--- config.mk ---
export PLATFORM = sky130hd
export DESIGN_NAME = vfc_pdm_core
export DESIGN_NICKNAME = d
export VERILOG_FILES = /design/src/rtl/vfc_pkg.sv /design/src/rtl/vfc_sample_stage.sv /design/src/rtl/vfc_phase_acc.sv /design/src/rtl/vfc_out_stage.sv /design/src/rtl/vfc_pdm_core.sv
export SDC_FILE = /design/constraint.sdc
export NUM_CORES = 1
export LEC_CHECK = 0
export BUFFER_PORTS_ARGS = -buffer_cell sky130_fd_sc_hd__buf_2
export CAP_MARGIN = 40
export CORE_UTILIZATION = 56
export CTS_CLUSTER_DIAMETER = 200
export CTS_CLUSTER_SIZE = 16
export DETAILED_ROUTE_END_ITERATION = 16
export PLACE_DENSITY = 0.8
export SYNTH_ARGS = -nofsm -noshare
export SYNTH_HDL_FRONTEND = slang
export SYNTH_HIERARCHICAL = 1
export SYNTH_SLANG_ARGS = --single-unit
--- constraint.sdc ---
create_clock -name clk -period 5.55 [get_ports clk]
set_clock_uncertainty 0.2 [all_clocks]
set_input_delay 0.555 -clock clk [delete_from_list [all_inputs] [get_ports clk]]
set_output_delay 0.555 -clock clk [all_outputs]
set_load 0.02 [all_outputs]
--- src/rtl/vfc_pkg.sv ---
package vfc_pkg;

  // Saturate a signed code into [lo, hi].
  function automatic int vfc_sat(input int code, input int lo, input int hi);
    if (code < lo) return lo;
    if (code > hi) return hi;
    return code;
  endfunction

  // Charge step per clock for a saturated code: fs/2 + 4*code over modulus 5*fs.
  function automatic int vfc_step(input int sat_code, input int fs);
    return (fs / 2) + 4 * sat_code;
  endfunction

endpackage

--- src/rtl/vfc_sample_stage.sv ---
module vfc_sample_stage #(
  parameter int CODE_W   = 12,
  parameter int FS_CODE  = 1024,
  parameter int OVR_CODE = 61,
  parameter int STEP_W   = 13
) (
  input  logic                     clk,
  input  logic                     rst_n,
  input  logic                     pd_q,
  input  logic                     in_valid,
  input  logic signed [CODE_W-1:0] in_code,
  output logic                     in_ready,
  output logic [STEP_W-1:0]        step
);
  import vfc_pkg::*;

  localparam int LO_CODE = -OVR_CODE;
  localparam int HI_CODE = FS_CODE + OVR_CODE;

  logic signed [CODE_W-1:0] sat_c;
  logic signed [CODE_W-1:0] code_q;
  logic                     take;

  assign in_ready = ~pd_q;
  assign take     = in_valid & in_ready;

  always_comb sat_c = CODE_W'(vfc_sat(int'(in_code), LO_CODE, HI_CODE));

  always_ff @(posedge clk) begin
    if (!rst_n)    code_q <= '0;
    else if (take) code_q <= sat_c;
  end

  assign step = STEP_W'(vfc_step(int'(code_q), FS_CODE));

  // code held when no handshake
  p_hold_code_r7: assert property (@(posedge clk) disable iff (!rst_n)
    !(in_valid && in_ready) |=> $stable(code_q));

  // held code always inside the saturation bounds
  p_sat_bounds_r4: assert property (@(posedge clk) disable iff (!rst_n)
    (int'(code_q) >= LO_CODE) && (int'(code_q) <= HI_CODE));

endmodule

--- src/rtl/vfc_phase_acc.sv ---
module vfc_phase_acc #(
  parameter int MODULUS = 5120,
  parameter int ACC_W   = 13
) (
  input  logic             clk,
  input  logic             rst_n,
  input  logic             clr,
  input  logic [ACC_W-1:0] step,
  output logic             carry_q
);
  localparam logic [ACC_W:0]   MOD_S = (ACC_W+1)'(MODULUS);
  localparam logic [ACC_W-1:0] MOD_A = ACC_W'(MODULUS);

  logic [ACC_W-1:0] resid;
  logic [ACC_W:0]   sum;
  logic [ACC_W:0]   wrapped;
  logic             over;

  always_comb begin
    sum     = {1'b0, resid} + {1'b0, step};
    over    = (sum >= MOD_S);
    wrapped = sum - MOD_S;
  end

  always_ff @(posedge clk) begin
    if (!rst_n || clr) begin
      resid   <= '0;
      carry_q <= 1'b0;
    end else if (over) begin
      resid   <= wrapped[ACC_W-1:0];
      carry_q <= 1'b1;
    end else begin
      resid   <= sum[ACC_W-1:0];
      carry_q <= 1'b0;
    end
  end

  // residue stays below the modulus
  p_resid_range_r6: assert property (@(posedge clk) disable iff (!rst_n)
    resid < MOD_A);

  // after a pulse the residue left over is smaller than the step that caused it
  p_resid_after_pulse_r6: assert property (@(posedge clk) disable iff (!rst_n)
    carry_q |-> (resid < $past(step)));

  // power-down request clears the residue and the pulse
  p_clear_on_idle_r8: assert property (@(posedge clk) disable iff (!rst_n)
    clr |=> (resid == '0) && !carry_q);

endmodule

--- src/rtl/vfc_out_stage.sv ---
module vfc_out_stage (
  input  logic clk,
  input  logic rst_n,
  input  logic clk_idle,
  input  logic carry_q,
  output logic pd_q,
  output logic pulse_o
);
  always_ff @(posedge clk) begin
    if (!rst_n) pd_q <= 1'b0;
    else        pd_q <= clk_idle;
  end

  assign pulse_o = pd_q | carry_q;

  // output held high throughout power-down
  p_pd_high_r8: assert property (@(posedge clk) disable iff (!rst_n)
    pd_q |-> pulse_o);

endmodule

--- src/rtl/vfc_pdm_core.sv ---
module vfc_pdm_core #(
  parameter int CODE_W   = 12,
  parameter int FS_CODE  = 1024,
  parameter int OVR_CODE = 61
) (
  input  logic                     clk,
  input  logic                     rst_n,
  input  logic                     clk_idle,
  input  logic                     in_valid,
  output logic                     in_ready,
  input  logic signed [CODE_W-1:0] in_code,
  output logic                     pulse_o
);
  localparam int MODULUS = 5 * FS_CODE;
  localparam int ACC_W   = $clog2(MODULUS);

  logic [ACC_W-1:0] step;
  logic             carry_q;
  logic             pd_q;

  vfc_sample_stage #(
    .CODE_W(CODE_W), .FS_CODE(FS_CODE), .OVR_CODE(OVR_CODE), .STEP_W(ACC_W)
  ) u_sample (
    .clk(clk), .rst_n(rst_n), .pd_q(pd_q), .in_valid(in_valid),
    .in_code(in_code), .in_ready(in_ready), .step(step)
  );

  vfc_phase_acc #(.MODULUS(MODULUS), .ACC_W(ACC_W)) u_acc (
    .clk(clk), .rst_n(rst_n), .clr(clk_idle), .step(step), .carry_q(carry_q)
  );

  vfc_out_stage u_out (
    .clk(clk), .rst_n(rst_n), .clk_idle(clk_idle), .carry_q(carry_q),
    .pd_q(pd_q), .pulse_o(pulse_o)
  );

  // an idle edge gives high output and no ready on the next cycle
  p_idle_effect_r8: assert property (@(posedge clk) disable iff (!rst_n)
    clk_idle |=> pulse_o && !in_ready);

  // first cycle after reset is quiet and ready
  p_reset_state_r1: assert property (@(posedge clk)
    !rst_n |=> !pulse_o && in_ready);

endmodule

==> out/metrics.sh <==
DIE_WIDTH_UM=58.25
SYNTH_TOP_AREA_FRAC=0.2938
NETLIST_INSTANCES=209
PLACEDCELLCOUNT=260
FINAL_ANTENNA_NET_COUNT=0
TIMING.FINAL.HOLD_VIOLATIONS=0
SYNTH-COMPOUND-AREA-SHARE=0.2345
MIN_PATH_CELLS=2
SHARE_OF_LAYOUT_CELLS_ABOVE_DRIVE_STRENGTH_1=0.1364
TOTALNEGATIVESETUPSLACK_PS=0
MIN_PERIOD_OVER_PERIOD=0.6171
SYNTH_TOP_FAMILY_BY_AREA='compound AO/OA/AOI/OAI gates'
ANTENNA_CELLS_INSERTED=0
ROOT_BUF_CELL='sky130_fd_sc_hd__clkbuf_4'
DISTINCT_CELL_TYPE_COUNT_AFTER_SYNTHESIS=54
DR.FIRST_ITER.DRC_COUNT=57
GRTUSAGEMET2=0.3924
CTS_INSERTED_BUFFERS=3
FMAX_MHz=292.0
WORST-PATH-MAX-FANOUT=6
MAX-CLOCK-PATH-BUFFERS=2
CTS_SETUP_BUFFERS=0
IR_WORST_VDD_V=0.0001683
SYNTH-SEQ-AREA-SHARE=0.2938
CP_DATA_ARRIVAL_TIME_PS=3450
MET3_USAGE=0.02902
CRITPATHLAUNCHTYPE='flip-flop'
YS.FLOP_TYPE='sky130_fd_sc_hd__dfxtp_1'
CP_DATA_REQUIRED_TIME_PS=5580
POST_CTS_HOLD_BUFFER_COUNT=0
FINAL-MAX-SLEW-VIOLATION-COUNT=0
ANTENNA_FOUND_INITIAL=0
CORE_AREA_SQ_MM=0.003028
TOTAL_ROUTING_RESOURCE_UTILIZATION_AFTER_GLOBAL_ROUTING=0.2368
CLOCK_TREE.HTREE_LEVEL_COUNT=1
TIMING.FINAL.CRIT_PERIOD_PS=3425
CHIPHEIGHT_UM=58.25
SYNTH_MOST_COMMON_CELL='sky130_fd_sc_hd__dfxtp_1'
SYNTH.AREA.TOP_CELLS='sky130_fd_sc_hd__dfxtp_1, sky130_fd_sc_hd__ha_1, sky130_fd_sc_hd__o21ai_0'
FINAL_NUMBER_OF_SETUP_VIOLATING_ENDPOINTS=0
CTS_REPAIR_RESIZE_COUNT=0
SYNTH_SIMPLE_GATE_AREA_FRAC=0.2119
POWER.LEAKAGE_nW=0.8032
POSTSYNTHAREAPERCELL_SQ_UM=8.477
YOSYSTOPAREACELL='sky130_fd_sc_hd__dfxtp_1'
BUFFER_PORTS.INSERTED=17
POSTSYNTHREGISTERBITS=26
GR-USAGE-MET1=0.2999
POWER.DENSITY_mW_PER_MM2=295.8
GLOBALROUTE.BUSIESTLAYER='met2'
NUMBER_OF_SYNTHESIZED_FLOPS_WITH_AN_ENABLE_PIN=0
YOSYS_WARNINGS=6
DRC_ERRORS=0
FIRST_PASS_ITERS=4
PLACEMENT_ROWS=20
ENDPOINT_KIND='flip-flop'
MAPPEDNETLISTAREA_SQ_MM=0.001772
MAX-CAP-VIOLATIONS=0
AVGROUTEDWIREPERCELL_UM=13.82
SYNTHTOPCELLSBYCOUNT='sky130_fd_sc_hd__dfxtp_1, sky130_fd_sc_hd__ha_1, sky130_fd_sc_hd__nor2_1, sky130_fd_sc_hd__o21ai_0, sky130_fd_sc_hd__inv_1'
GRT_FIRST_PASS_WIRELENGTH_MM=6.044
NUMBER_OF_PLACED_I_O_PINS=18
FLOW.AREA_GROWTH_FROM_SYNTHESIS_PCT=6.851
WORST_SETUP_HOLD_PATH_CLK_SLEW_PS=150
FINAL_WEIGHTED_CONGESTION_IN_ROUTABILITY_DRIVEN_PLACEMENT=0.9260
MAX_SLEW_MARGIN=0.5280
CRITICALPATHCATEGORY='flip-flop to flip-flop'
CLK_LATENCY_PS=320
GRT_OVERFLOW=0
SYNTH.AREA.MUX_SHARE=0.01695
LARGEST_NET_DEGREE_AT_THE_START_OF_GLOBAL_ROUTING=19
VIAS=1507
OUTCOME='finished clean'
SYNTH-XOR-AREA-SHARE=0.04449
HP-CLASS='input pin to flip-flop'
WL_MM=3.649
FINAL_NET_COUNT=254
VIA_PER_INST=5.708
FP.DIEAREA_SQ_MM=0.003392
NUMBER_OF_GLOBAL_ROUTE_VIAS_BEFORE_REPAIR=1417
INITIAL_STANDARD_CELL_UTILIZATION_OF_THE_CORE=0.5851
TRITONCTS_CLOCK_TREE='yes'
CLOCK_SINK_COUNT=26
LAYOUT.CELLS.NON_FILLER=264
HPWLAFTERDP_MM=2.941
REG2REG_DEPTH=13
RSZ_0062_RAISED_AFTER_GLOBAL_ROUTING='false'
ASYNCSETRESETFLOPFRACSYNTH=0
WORST_PIN_SLEW_PS=708.1
SYNTHESIZED_AREA_FRACTION_OCCUPIED_BY_ADDER_CELLS=0.1243
## registers in the layout, indices dropped and copies added, names as in the netlist
signal / count
u_acc/resid: 13
u_sample/code_q: 11
u_acc/carry_q: 1
u_out/pd_q: 1
## power breakdown
part / internal [mW] / switching [mW]
Sequential: 0.206 / 0.00967
Combinational: 0.0935 / 0.120
Clock: 0.0730 / 0.0577
## metal layers
| layer | up-vias | wire length (um) | part of all wire |
|---|---|---|---|
| li1 | 768 | - | - |
| met1 | 691 | 1676 | 0.46 |
| met2 | 38 | 1718 | 0.47 |
| met3 | 10 | 156 | 0.043 |
| met4 | 0 | 97 | 0.027 |
| met5 | - | 0 | 0 |
## per-stage QoR
stage / setup WS, ps / utilization / hold WS (ps) / total power [mW] / cell area (sq um)
floorplan: 2323 / - / 245.2 / 0.3860 / 1775
global placement: 2221 / 0.6079 / 277.5 / 0.4225 / 1841
detailed placement: 2143 / 0.6079 / 284.1 / 0.4297 / 1841
CTS: 2118 / 0.6252 / 268.0 / 0.5605 / 1893
global route: 1926 / 0.6252 / 269.2 / 0.5963 / 1893
finish: 2125 / 0.6252 / 277.4 / 0.5599 / 1893
## final cells by class
class | instances | area [sq um]
timing repair buffer | 17 | 85.08
clock buffer | 3 | 22.52
clock inverter | 1 | 30.03
multi-input combinational | 159 | 1127
inverter | 14 | 52.55
sequential | 26 | 520.5
fill | 261 | 1135
tap | 44 | 55.05
## cells by family (layout without fill, tap and decap cells)
kind of cell	Yosys count	in the layout
multiplexers	3	3
flip-flops	26	26
XOR/XNOR	9	9
adder cells (fa/ha/maj)	17	17
other	1	2
buffers and inverters	25	35
AND/OR/NAND/NOR	72	72
AO/OA/AOI/OAI	56	56
## cell usage in the layout, fill, tap and decap left out, drive strengths merged, types with 4 or more instances in the layout
cell type  netlist  routed
and2             5       5
a21oi           12      12
o21ai           17      17
xnor2            7       7
buf              9      17
ha              16      16
nand3           10      10
nand2           13      13
nor2            16      16
dfxtp           26      26
nand2b           4       4
inv             14      14
nor3             5       5
## worst max-delay path, cell delays in order (launching register included)
cell	delay [ps]
sky130_fd_sc_hd__dfxtp_1	340
sky130_fd_sc_hd__ha_1	380
sky130_fd_sc_hd__nand3_1	140
sky130_fd_sc_hd__a211oi_1	420
sky130_fd_sc_hd__or4_4	260
sky130_fd_sc_hd__nand2_1	60
sky130_fd_sc_hd__xnor2_1	270
sky130_fd_sc_hd__ha_1	220
sky130_fd_sc_hd__nand3b_1	70
sky130_fd_sc_hd__a2111oi_1	260
sky130_fd_sc_hd__o311a_1	220
sky130_fd_sc_hd__a41oi_1	100
sky130_fd_sc_hd__o21a_1	240
sky130_fd_sc_hd__mux2i_1	130
## worst paths after layout
path | start | to | slack [ps]
setup / recovery | u_sample/code_q[3] | u_acc/resid[11] | 2130
hold / removal | clk_idle | u_out/pd_q | 280
setup reg to reg | u_sample/code_q[3] | u_acc/resid[11] | 2130
hold reg to reg | u_sample/code_q[3] | u_sample/code_q[3] | 300
No activity file was read; power rests on OpenSTA's default activity.
